[config.mk]
export PLATFORM = sky130hd
export DESIGN_NAME = evt_irq_unit
export DESIGN_NICKNAME = d
export VERILOG_FILES = /design/src/rtl/evt_irq_pkg.sv /design/src/rtl/evt_irq_status.sv /design/src/rtl/evt_irq_mask.sv /design/src/rtl/evt_irq_combine.sv /design/src/rtl/evt_irq_unit.sv
export SDC_FILE = /design/constraint.sdc
export NUM_CORES = 1
export LEC_CHECK = 0
export BUFFER_PORTS_ARGS = -buffer_cell sky130_fd_sc_hd__buf_2
export CORE_UTILIZATION = 48
export CTS_CLUSTER_DIAMETER = 150
export DETAILED_ROUTE_END_ITERATION = 10
export GPL_TIMING_DRIVEN = 0
export PLACE_DENSITY = 0.82
export SLEW_MARGIN = 20
export SYNTH_ARGS = -nofsm -noshare
export SYNTH_HDL_FRONTEND = slang
export SYNTH_SLANG_ARGS = --single-unit
[constraint.sdc]
create_clock -name clk -period 2.1 [get_ports clk]
set_input_delay 0.525 -clock clk [delete_from_list [all_inputs] [get_ports clk]]
set_output_delay 0.525 -clock clk [all_outputs]
set_load 0.1 [all_outputs]
[src/rtl/evt_irq_pkg.sv]
package evt_irq_pkg;
   localparam int unsigned SEL_W = 2;
   typedef enum logic [SEL_W-1:0] {
      SEL_STATUS = 2'd0,
      SEL_MASK   = 2'd1,
      SEL_MIRROR = 2'd2,
      SEL_SPARE  = 2'd3
   } reg_sel_e;
endpackage

[src/rtl/evt_irq_status.sv]
module evt_irq_status #(
   parameter int unsigned NSRC = 9
) (
   input  logic            clk,
   input  logic            rst_n,
   input  logic            path_en,
   input  logic [NSRC-1:0] evt,
   input  logic [NSRC-1:0] clr,
   input  logic [NSRC-1:0] force_set,
   output logic [NSRC-1:0] st
);
   for (genvar i = 0; i < NSRC; i++) begin : g_bit
      logic hw_set;
      assign hw_set = evt[i] & path_en;

      // The set terms are ORed in after the clear term, so an event or a force beats a clear.
      always_ff @(posedge clk or negedge rst_n) begin
         if (!rst_n) st[i] <= 1'b0;
         else        st[i] <= (st[i] & ~clr[i]) | hw_set | force_set[i];
      end


      sticky_chk: assert property (@(posedge clk) disable iff (!rst_n)
         st[i] && !clr[i] |=> st[i]);

      evt_wins_chk: assert property (@(posedge clk) disable iff (!rst_n)
         evt[i] && path_en |=> st[i]);

      gated_chk: assert property (@(posedge clk) disable iff (!rst_n)
         !path_en && !force_set[i] && !st[i] |=> !st[i]);

      force_chk: assert property (@(posedge clk) disable iff (!rst_n)
         force_set[i] |=> st[i]);
   end
endmodule

[src/rtl/evt_irq_mask.sv]
module evt_irq_mask #(
   parameter int unsigned NSRC = 9
) (
   input  logic            clk,
   input  logic            rst_n,
   input  logic            wr,
   input  logic [NSRC-1:0] wdata,
   output logic [NSRC-1:0] mask
);
   always_ff @(posedge clk or negedge rst_n) begin
      if (!rst_n)  mask <= '0;
      else if (wr) mask <= wdata;
   end
endmodule

[src/rtl/evt_irq_combine.sv]
module evt_irq_combine #(
   parameter int unsigned NSRC = 9
) (
   input  logic            clk,
   input  logic            rst_n,
   input  logic [NSRC-1:0] st,
   input  logic [NSRC-1:0] mask,
   output logic            irq
);
   logic [NSRC-1:0] live;
   assign live = st & ~mask;

   always_ff @(posedge clk or negedge rst_n) begin
      if (!rst_n) irq <= 1'b0;
      else        irq <= |live;
   end


   irq_rise_chk: assert property (@(posedge clk) disable iff (!rst_n)
      (|(st & ~mask)) |=> irq);

   irq_fall_chk: assert property (@(posedge clk) disable iff (!rst_n)
      !(|(st & ~mask)) |=> !irq);
endmodule

[src/rtl/evt_irq_unit.sv]
module evt_irq_unit
   import evt_irq_pkg::*;
#(
   parameter int unsigned NSRC = 9,
   parameter int unsigned DW   = 16
) (
   input  logic             clk,
   input  logic             rst_n,
   input  logic             path_en,
   input  logic [NSRC-1:0]  evt_pulse,
   input  logic             reg_wr,
   input  logic [SEL_W-1:0] reg_addr,
   input  logic [DW-1:0]    reg_wdata,
   output logic [DW-1:0]    reg_rdata,
   output logic             irq
);
   if (NSRC < 1 || NSRC > DW) begin : g_bad_cfg
      $error("evt_irq_unit: NSRC must lie between 1 and DW");
   end

   logic [NSRC-1:0] st, mask, clr, force_set, wbits;
   logic            mask_wr;
   reg_sel_e        sel;

   assign sel     = reg_sel_e'(reg_addr);
   assign wbits   = reg_wdata[NSRC-1:0];
   assign clr     = (reg_wr && sel == SEL_STATUS) ? wbits : '0;
   assign force_set = (reg_wr && sel == SEL_MIRROR) ? wbits : '0;
   assign mask_wr = reg_wr && sel == SEL_MASK;

   evt_irq_status #(.NSRC(NSRC)) u_status (
      .clk(clk), .rst_n(rst_n), .path_en(path_en), .evt(evt_pulse),
      .clr(clr), .force_set(force_set), .st(st));

   evt_irq_mask #(.NSRC(NSRC)) u_mask (
      .clk(clk), .rst_n(rst_n), .wr(mask_wr), .wdata(wbits), .mask(mask));

   evt_irq_combine #(.NSRC(NSRC)) u_combine (
      .clk(clk), .rst_n(rst_n), .st(st), .mask(mask), .irq(irq));

   always_comb begin
      reg_rdata = '0;
      unique case (sel)
         SEL_STATUS, SEL_MIRROR: reg_rdata[NSRC-1:0] = st;
         SEL_MASK:               reg_rdata[NSRC-1:0] = mask;
         default:                reg_rdata = '0;
      endcase
   end


   mask_hold_chk: assert property (@(posedge clk) disable iff (!rst_n)
      !mask_wr |=> $stable(mask));
endmodule

# --- After elaboration in Yosys (flattened, before gate mapping) ---
# Cells that the tools add are included.
op_classes:
  eq_ne: 2
  muxes: 3
  bitwise_logic: 47
  reduce_logical: 6
op_table:
  columns: ["op", "count"]
  rows:
  - ["$and 1x1->1", 18]
  - ["$mux 9", 2]
  - ["$or 1x1->1", 18]
  - ["$pmux 9 s2", 1]
  - ["$and 9x9->9", 1]
  - ["$not 1->1", 9]
  - ["$not 9->9", 1]
  - ["$reduce_or 9->1", 1]
  - ["$logic_and 1x1->1", 3]
  - ["$eq 2x1->1 const B", 1]
  - ["$eq 2x2->1 const B", 1]
  - ["$logic_not 2->1", 1]
  - ["$reduce_or 2->1", 1]
word_totals:
  reg_bits: 19
  input_bits: 31
  elab_cells: 69

# --- Depth between registers and ports, before layout ---
# Gate-level depths: netlist of the first run.
depth:
  word_depth: 7
  depth_mapped: 4
  mapped_depth_nobuf: 3

# --- Modules after synthesis ---
# A second synthesis of the first run with hierarchy kept.
hier_totals:
  cells_unflattened: 115
  hier_area_um2: 1164.9
by_module_without_submodules:
  columns: ["module", "n_inst", "cells_each", "area_each_um2", "seq_area_each_um2"]
  rows:
  - ["evt_irq_mask", 1, 19, 371.6, 225.2]
  - ["evt_irq_status", 1, 29, 360.3, 225.2]
  - ["evt_irq_unit", 1, 53, 329.1, 0.0]
  - ["evt_irq_combine", 1, 14, 103.8, 25.0]

# --- Worst setup path before layout of the first run ---
# Ideal clock, no wire load.
synth_path:
  path_type: "input-to-output"
  from: "input reg_addr[0]"
  to: "output reg_rdata[0]"
  arrival_time_ns: 2.763
  required_time_ns: 1.575
  setup_slack_ns: -1.188
  stages: 2
  path_buffers: 1
  path_cell_list: "buf_6 o21ai_0"
synth_via:
  elab_chain_len: 3
synth_lines:
  columns: ["item", "line_no", "rtl"]
  rows:
  - ["start, declared", "evt_irq_unit.sv:12", "input logic [SEL_W-1:0] reg_addr,"]
  - ["$eq 2x2->1 / $logic_not 2->1 (equally long branches)", "evt_irq_unit.sv:43", "unique case (sel)"]
  - ["$reduce_or 2->1", "evt_irq_unit.sv:43", null]
  - ["$pmux 9 s2 *", "evt_irq_unit.sv:43", null]
  - ["end, declared", "evt_irq_unit.sv:14", "output logic [DW-1:0] reg_rdata,"]
# Mark *: on every way between the ends. The rest lies on a longest branch, timed or not.

# --- Worst setup path after layout of the first run ---
layout_path:
  from: "input reg_addr[1]"
  to: "output reg_rdata[7]"
# Same word-level chain as after synthesis.

==> metrics, run 1 <==
status finished, final reports clean; Fin. Hold Viols 0; Pre-Repair DR Iteration Count 4; via count roughly 870; RSZ-0062 raised after global routing false; final antenna-violating net count 0; crit-path max cell delay 0.44 ns; CTS Sinks 19; vias in the first global route around 770; post-route setup TNS 0 ns; Warnings, synthesis 0; fraction of registers with async set or reset after synthesis between 90% and 100%; critical path class input port to primary output; distinct cell type count after synthesis 21; Final min period roughly 2.0 ns; max-cap viol count 0; Yosys top cell by area dfrtp_1; final worst path period share around 97%; num ports between 40 and 50; combinational family with the most area after synthesis compound AO/OA/AOI/OAI gates; Worst setup EP type primary output; Top FF cell, synth dfrtp_1; largest net degree at the start of global routing 20; DRC viols 0; Initial Utilization ~51%; nets approximately 170; final WL between 2000 and 2500 um; setup slack, reg-to-reg a little over 1 ns; worst reg2reg path startpoint u_mask.mask[4]; Worst-path clk slew 0.11 ns; crit-path cells buf_2 -> nor2b_2 -> buf_4 -> nand2_1 -> o21ai_1 -> buf_2; Clock Tree Buf Depth 2; Worst path depth 6; Post-synth EDFFs 0; critical path peak fanout 10; Buf/Inv on CP 3; die area 2285 um^2; most used cell along the critical path buf_2; critical path startpoint reg_addr[1]; TritonCTS clock tree built; register area share after synthesis roughly 47%; RR Endpoint u_combine.irq; Tightest Hold Check Type input port to asynchronous set/reset pin; synthesized flop and latch total 19; most common cell in the synthesized netlist dfrtp_1; antenna violations before repair 0; Crit path max-delay family buffers and inverters; top cell type's share of synthesized area roughly 47%; Max VDD drop 0.4136 mV; CP endpoint reg_rdata[7]; row count 16; WP data required about 1.6 ns; final setup fails 0; Slew Viols, Final 0; layout cell share with drive strength beyond 1 41.73%; dpl hpwl roughly 1600 um; mapped cell area between 1000 and 1500 um^2; Filler Cell Count 193; mux contribution to synthesized area 10.06%; Placer Congestion around 0.79; Area contributors post-synth dfrtp_1 47%, mux2_2 10%, a221o_1 8.9%; Avg WL per Cell between 10 and 15 um; r2r worst-path depth 3; Post-CTS Setup Inserts 0; first-pass GRT wire length 3318 um; highest clock rate around 0.49 GHz; DR iter-0 viols 29; Core Box Area 1962 um^2; via/cell ratio about 5.2; Slowest-stage cell, CP buf_2; Clock Skews between 0.003 and 0.004 ns; complex-gate fraction of the synthesized area 20.25%; GRT Util Overall 21.54%; diodes inserted 0; H-tree depth 1; Simple-Gate Fraction of Synth Area 10.81%; clk_lat worst skew just under 0.3 ns; Mapped Cells 97; critical path startpoint category input port; Syn Area/Cell around 10 um^2; P_leak roughly 0.63 nW; critical path data arrival time approximately 1.5 ns; Adder-Cell Fraction of Synth Area 0%; pwr/cell area slightly above 800 nW/um^2; clock root buffer clkbuf_4; xor and xnor area share after synthesis 0%; cts bufs inserted 3; # port buffers 32; Die Span Y around 48 um; Die Wd 47.81 um; GR Overflow Total 0; WHS about 0.15 ns; Layout area overhead 24.60%
layout make-up:
type,instances,area [um^2],area share (%)
Inverter,9,33.78,2.692
Multi-Input combinational cell,64,440.4,35.09
Sequential cell,19,475.5,37.89
Tap cell,27,33.78,2.692
Timing Repair Buffer,32,165.2,13.16
Buffer,11,80.08,6.381
Clock buffer,4,26.28,2.094
power by group:
group          total, mW  internal [mW]  switching, mW
sequential         0.441          0.412         0.0281
combinational      0.392          0.108          0.285
clock              0.189         0.0738          0.115
total               1.02          0.594          0.428
layout by cell type, fill, tap and decap left out, drive strengths merged, types with 6 or more instances in the layout:
master  netlist  final
a21oi         9      9
a221o         9      9
buf          11     41
clkbuf        0      6
conb          1      7
dfrtp        19     19
inv           9      9
mux2          9      9
nand2        10     10
o21ai         9      9
worst min path at each step:
| stage | startpoint | end | slack (ns) | cells past startpoint |
|---|---|---|---|---|
| 3_5_place_dp | rst_n | u_status.st[8] | 0.49 | 1 |
| 6_report | rst_n | u_status.st[8] | 0.15 | 1 |
| 2_1_floorplan | rst_n | u_combine.irq | 0.23 | 0 |
| 5_1_grt | rst_n | u_status.st[0] | 0.17 | 1 |
| 4_1_cts | rst_n | u_status.st[8] | 0.17 | 1 |
| 3_3_place_gp | rst_n | u_status.st[8] | 0.48 | 1 |
timing repair:
action                                  in CTS  in global routing
hold buffers                                 0                  0
endpoints found under the setup margin       0                  2
gates resized for setup                      0                  2
sequential cells by signal, indices dropped and copies added (netlist names):
name / cells
u_mask.mask: 9
u_status.st: 9
u_combine.irq: 1
layer usage:
layer	global-route usage (%)	up-vias	wire length (um)
li1	-	420	-
met1	28.78	420	966
met2	35.14	28	1103
met5	0	-	0
met4	8.333	0	0
met3	3.396	0	118
through the flow:
| stage | area [um^2] | total power [mW] | utilization (%) | instances | setup WS (ns) |
|---|---|---|---|---|---|
| 3_3_place_gp | 1224 | 0.8291 | 62.37 | 162 | 0.06572 |
| 6_report | 1255 | 1.022 | 63.97 | 166 | 0.06664 |
| 2_1_floorplan | 1030 | 0.7657 | - | 103 | -0.4319 |
| 3_5_place_dp | 1224 | 0.8399 | 62.37 | 162 | 0.05748 |
| 5_1_grt | 1255 | 1.070 | 63.97 | 166 | 0.01106 |
| 4_1_cts | 1250 | 1.020 | 63.71 | 166 | 0.05267 |
kinds of logic (layout without fill, tap and decap cells):
group           count (synthesis)  in the layout
buf+inv                        20             56
simple gates                   18             18
mux                             9              9
flops                          19             19
compound gates                 30             30
other cells                     1              7
Note: power is estimated with default switching activity, not from simulation.
==> inputs of run 2 (changes only) <==
CORE_ASPECT_RATIO = 0.6   (was unset)
CORE_UTILIZATION = 51   (was 48)
PLACE_DENSITY = 0.84   (was 0.82)
SYNTH_HIERARCHICAL = 1   (was unset)
==> run 2 against run 1 <==
  * Global-route usage grew 3.0 points
  * Final cell count up 11%
  * Largest power group unchanged
  * Sequential share of layout area down 4.9 points
  * Largest cell class is now multi-input combinational cells
  * Power is 14% higher
  * First-iteration DRC count increased by 79%
  * Synthesized area increased by 16%
  * Sequential cell count is the same
  * Critical path depth shrank 2
  * Worst setup slack got worse by 0.0053 ns
==> metrics, run 2 <==
via count approximately 940; Die Wd 63.70 um; register area about 480 um^2; # port buffers 31; Tightest Hold Check Type input port to asynchronous set/reset pin; DRC viols 0; Filler Cell Count 152; final setup fails 0; Placer Congestion 0.8035; fraction of registers with async set or reset after synthesis 100.0%; synthesized flop and latch total 19; Multi-input gate area roughly 540 um^2; registers with the highest flip-flop counts u_mask/mask x9, u_status/st x9, u_combine/irq x1; final WL ~2700 um; Area contributors post-synth dfrtp_1 41%, mux2_4 12%, a221o_1 6.9%; mux contribution to synthesized area between 10% and 20%; distinct cell type count after synthesis 24; Post-CTS Setup Inserts 0; Worst-path clk slew approximately 0.070 ns; NetSw 0.4678 mW; GR Overflow Total 0; CTS Hold Bufs 0; xor and xnor area share after synthesis 0%; post-route setup TNS 0 ns; Syn Area/Cell between 10 and 15 um^2; most common cell in the synthesized netlist dfrtp_1; P_leak about 0.68 nW; Final min period about 2.0 ns; final antenna-violating net count 0; Pint roughly 0.69 mW; clock root buffer clkbuf_8; combinational power share 38.4%; cts bufs inserted 3; layout cell share with drive strength beyond 1 42.95%; via/cell ratio 5.130; diodes inserted 0; clk_lat worst skew 0.26 ns; vias in the first global route just over 900; largest net degree at the start of global routing 20; Slowest-stage cell, CP buf_2; RR Endpoint u_combine/irq; H-tree depth 1; Warnings, synthesis 6; row count 12; Avg WL per Cell 14.68 um; critical path startpoint reg_addr[0]; CTS Sinks 19; Max VDD drop between 0.4 and 0.5 mV; final worst path period share between 90% and 100%; critical path data arrival time 1.51 ns; Initial Utilization 58.33%; worst reg2reg path startpoint u_status/st[4]; die area roughly 2500 um^2; num ports 48; Clock Tree Buf Depth 2; Clk pwr share between 20% and 30%; Core Box Area 1997 um^2; Adder-Cell Fraction of Synth Area 0%; sw frac roughly 40%; dpl hpwl ~2000 um; Yosys top cell by area dfrtp_1; pwr/cell area ~810 nW/um^2; Clock Skews between 0.002 and 0.003 ns; Fin. Hold Viols 0; antenna violations before repair 0; critical path peak fanout 9; CP endpoint reg_rdata[5]; Mapped Cells roughly 120; Simple-Gate Fraction of Synth Area ~15%; Post-synth EDFFs 0; crit-path cells buf_2 -> inv_1 -> a22o_4 -> buf_2; Slew Viols, Final 0; status finished, final reports clean; commonest non-fill, non-tap cell in the layout buf_2; combinational family with the most area after synthesis compound AO/OA/AOI/OAI gates; Util after Layout between 70% and 80%; top cell type's share of synthesized area 40.82%; Die Span Y 39.02 um; most used cell along the critical path buf_2; TritonCTS clock tree built; final worst slack about 0.06 ns; top post-synthesis cells by count 19 x dfrtp_1, 16 x inv_1; first-pass GRT wire length ~4300 um; complex-gate fraction of the synthesized area approximately 18%; mapped cell area approximately 1200 um^2; max-cap viol count 0; Top FF cell, synth dfrtp_1; RSZ-0062 raised after global routing false; register area share after synthesis about 41%; Place WS roughly 0.032 ns; setup slack, reg-to-reg between 0.9 and 1 ns; commonest non-fill, non-tap cells in the layout 25 x buf_2, 19 x dfrtp_1, 16 x inv_1; critical path startpoint category input port; WP data required 1.57 ns; GRT Util Overall roughly a quarter; crit-path max cell delay between 0.4 and 0.5 ns; Layout area overhead 23.63%; critical path class input port to primary output; Worst setup EP type primary output; DR iter-0 viols 52; Seq pwr share 39.4%; highest clock rate 0.4905 GHz; nets between 150 and 200; Pre-Repair DR Iteration Count 4; r2r worst-path depth 3
## run 2: changes by cell type after synthesis, moves of 9 or more
cell	previous run	this run
mux2_2	9	0
mux2_4	0	9
nor2_1	0	9
nor2_2	0	9
## run 2: worst min-delay path by stage
stage,cells after the start,end
5_1_grt,1,u_mask/mask[8]
3_5_place_dp,1,u_status/st[0]
3_3_place_gp,1,u_status/st[3]
4_1_cts,1,u_status/st[0]
2_1_floorplan,0,u_combine/irq
6_report,1,u_status/st[4]
## run 2: metal layers
layer  routed length [um]  part of all wire, %  global-route usage (%)  vias to the layer above
met4                   61                  2.3                   8.523                        0
met2                 1199                   44                   41.76                       43
met3                  166                  6.1                   5.882                        8
met1                 1274                   47                   31.22                      437
met5                    0                    0                       0                        -
li1                     -                    -                       -                      456
## run 2: cell type report
type | count | area share, %
plain buffers | 13 | 7.472
inverters | 16 | 4.170
repair buffers | 31 | 11.99
clock buffers | 4 | 3.128
multi-input cells | 73 | 37.79
flip-flops and latches | 19 | 33.01
well taps | 28 | 2.433
## run 2: cell families after synthesis
group / Yosys count
buffers and inverters: 29
AO/OA/AOI/OAI: 22
flip-flops: 19
other: 1
AND/OR/NAND/NOR: 35
multiplexers: 9
## run 2: power by group through the flow
stage | registers (mW) | logic (mW) | clock network (mW)
6_report | 0.458 | 0.446 | 0.258
3_5_place_dp | 0.463 | 0.436 | 0
5_1_grt | 0.463 | 0.465 | 0.274
3_3_place_gp | 0.459 | 0.427 | 0
2_1_floorplan | 0.451 | 0.369 | 0
4_1_cts | 0.457 | 0.437 | 0.260
## run 2: stage by stage
stage          cells  cell area [um^2]  hold slack (ns)  total power, mW
3_3_place_gp     180              1378           0.4795           0.8861
5_1_grt          184              1440           0.2348            1.203
3_5_place_dp     180              1378           0.4920           0.8991
2_1_floorplan    121              1187           0.2294           0.8204
4_1_cts          184              1423           0.2150            1.153
6_report         184              1440           0.1958            1.162
## run 2: what timing repair did
item / 4_1_cts / 5_1_grt
endpoints found under the setup margin: 0 / 7
resized for setup: 0 / 7
hold endpoints to repair: 0 / 0
## run 2: critical path, delay by kind of cell
family / cells / cell delay [ns]
buf+inv: 3 / 0.79
compound gates: 1 / 0.19
==> inputs of run 3 (changes only) <==
CORE_UTILIZATION = 23   (was 51)
PLACE_DENSITY = unset   (was 0.84)
clock period = 1.9 ns   (was 2.1 ns; I/O delays follow)
==> run 3 against run 2 <==
  * Worst hold slack worse by 0.047 ns
  * Largest power group is now combinational logic
  * Worst setup slack got worse by 0.012 ns
  * Combinational power up 14%
  * Non-clock buffer count did not move
  * Sequential power grew 9.8%
  * Final cell count up 19%
  * Global-route usage shrank 13 points
  * Sequential cell count unchanged
  * Die area rose by 120%
  * Critical endpoint is now reg_rdata[7]
  * Routed wire length increased by 6.9%
  * Critical path type unchanged
  * First-iteration DRC count down 37%
  * Register-to-register slack worse by 0.27 ns
==> metrics, run 3 (synthesized netlist as in run 2, its figures left out) <==
H-tree depth 1; WP data required ~1.4 ns; critical path class input port to primary output; Util after Layout between 30 and 40%; antenna violations before repair 0; r2r worst-path depth 3; DR iter-0 viols 33; final worst path period share 97.39%; commonest non-fill, non-tap cell in the layout buf_2; worst reg2reg path startpoint u_mask/mask[5]; TritonCTS clock tree built; P_leak ~0.68 nW; diodes inserted 0; commonest non-fill, non-tap cells in the layout 23 x buf_2, 19 x dfrtp_1, 15 x inv_1; Seq pwr share 39.0%; Pre-Repair DR Iteration Count 4; critical path startpoint reg_addr[0]; # port buffers 31; row count 19; CTS Hold Bufs 0; Initial Utilization between 20% and 30%; crit-path max cell delay ~0.28 ns; layout cell share with drive strength beyond 1 48.72%; vias in the first global route approximately 830; clock root buffer clkbuf_8; Placer Congestion a little under 0.8; Pint around 0.78 mW; sw frac about two fifths; Worst-path clk slew 0.07 ns; combinational power share 39.2%; status finished, final reports clean; Slowest-stage cell, CP buf_4; largest net degree at the start of global routing 20; NetSw roughly 0.5 mW; Worst setup EP type primary output; Tightest Hold Check Type input port to asynchronous set/reset pin; final antenna-violating net count 0; CP endpoint reg_rdata[7]; CTS Sinks 19; RR Endpoint u_combine/irq; die area about 5400 um^2; via/cell ratio 4.096; Final min period 1.850 ns; dpl hpwl 2212 um; critical path peak fanout 10; Die Wd roughly 94 um; Slew Viols, Final 0; Max VDD drop about 0.27 mV; via count roughly 900; first-pass GRT wire length 4443 um; Clock Tree Buf Depth 2; Fin. Hold Viols 0; crit-path cells buf_2 -> nor2b_1 -> buf_6 -> a22o_2 -> buf_4; max-cap viol count 0; registers with the highest flip-flop counts u_mask/mask x9, u_status/st x9, u_combine/irq x1; cts bufs inserted 3; highest clock rate about 0.54 GHz; final WL 2887 um; Avg WL per Cell between 10 and 15 um; Layout area overhead 29.65%; num ports 48; DRC viols 0; Die Span Y 57.13 um; Clock Skews between 0.0002 and 0.0003 ns; critical path startpoint category input port; RSZ-0062 raised after global routing false; placed insts between 200 and 250; Clk pwr share about 22%; GR Overflow Total 0; nets ~190; setup slack, reg-to-reg 0.70 ns; Final Non-Filler Cells roughly 220; Core Box Area roughly 4700 um^2; pwr/cell area between 800 and 900 nW/um^2; final setup fails 0; critical path data arrival time about 1.4 ns; GRT Util Overall a little under an eighth; Filler Cell Count ~500; clk_lat worst skew about 0.25 ns
-- run 3: changes by cell type in the layout (fill, tap and decap cells not counted) --
cell | before | now
clkbuf_4 | 7 | 0
inv_1 | 16 | 15
buf_6 | 4 | 6
buf_2 | 25 | 23
clkinvlp_4 | 0 | 1
a22o_1 | 8 | 0
a22o_2 | 0 | 8
buf_4 | 7 | 14
-- run 3: worst min-delay path by stage --
stage | start | end | slack (ns) | depth (start not counted)
finish | rst_n | u_status/st[3] | 0.15 | 1
global route | rst_n | u_status/st[3] | 0.18 | 1
CTS | rst_n | u_combine/irq | 0.17 | 1
detailed placement | rst_n | u_combine/irq | 0.45 | 1
global placement | rst_n | u_mask/mask[3] | 0.44 | 1
floorplan | rst_n | u_combine/irq | 0.18 | 0
-- run 3: per-stage QoR --
| step | worst slack, ns | hold slack (ns) | total power, mW | cell area, um^2 | setup TNS (ns) |
|---|---|---|---|---|---|
| 6_report | 0.04955 | 0.1489 | 1.291 | 1510 | 0 |
| 5_1_grt | 0.002640 | 0.1844 | 1.352 | 1510 | 0 |
| 4_1_cts | 0.02743 | 0.1690 | 1.300 | 1499 | 0 |
| 3_5_place_dp | -0.1043 | 0.4459 | 1.001 | 1431 | -0.8399 |
| 3_3_place_gp | -0.09424 | 0.4407 | 0.9960 | 1431 | -0.7003 |
| 2_1_floorplan | 0.2109 | 0.1794 | 0.9123 | 1197 | 0 |
-- run 3: metal layers --
metal / routed length (um) / global-route usage [%] / vias up
met1: 1564 / 18.02 / 400
met2: 1096 / 14.39 / 35
met4: 19 / 2.637 / 0
met3: 207 / 3.733 / 2
met5: 0 / 0 / -
li1: - / - / 460
-- run 3: critical path: cells and delay by family --
kind / cells / cell delay [ns]
AO/OA/AOI/OAI: 1 / 0.15
buffers and inverters: 3 / 0.57
AND/OR/NAND/NOR: 1 / 0.17
-- run 3: layout make-up --
type	instances	area, um^2	area share [%]
plain buffers	13	107.6	7.125
clock buffers	4	45.04	2.983
flip-flops and latches	19	475.5	31.48
well taps	63	78.83	5.220
multi-input cells	73	554.3	36.70
inverters	16	63.81	4.225
repair buffers	31	185.2	12.26
-- run 3: what timing repair did --
item	4_1_cts	5_1_grt
setup buffers	0	0
setup endpoints to repair	9	8
gates resized for setup	9	3
-- run 3: power groups by stage --
stage	logic (mW)	registers, mW	clock network [mW]
2_1_floorplan	0.414	0.499	0
3_3_place_gp	0.485	0.511	0
3_5_place_dp	0.490	0.511	0
4_1_cts	0.504	0.504	0.292
5_1_grt	0.531	0.512	0.309
6_report	0.507	0.503	0.281
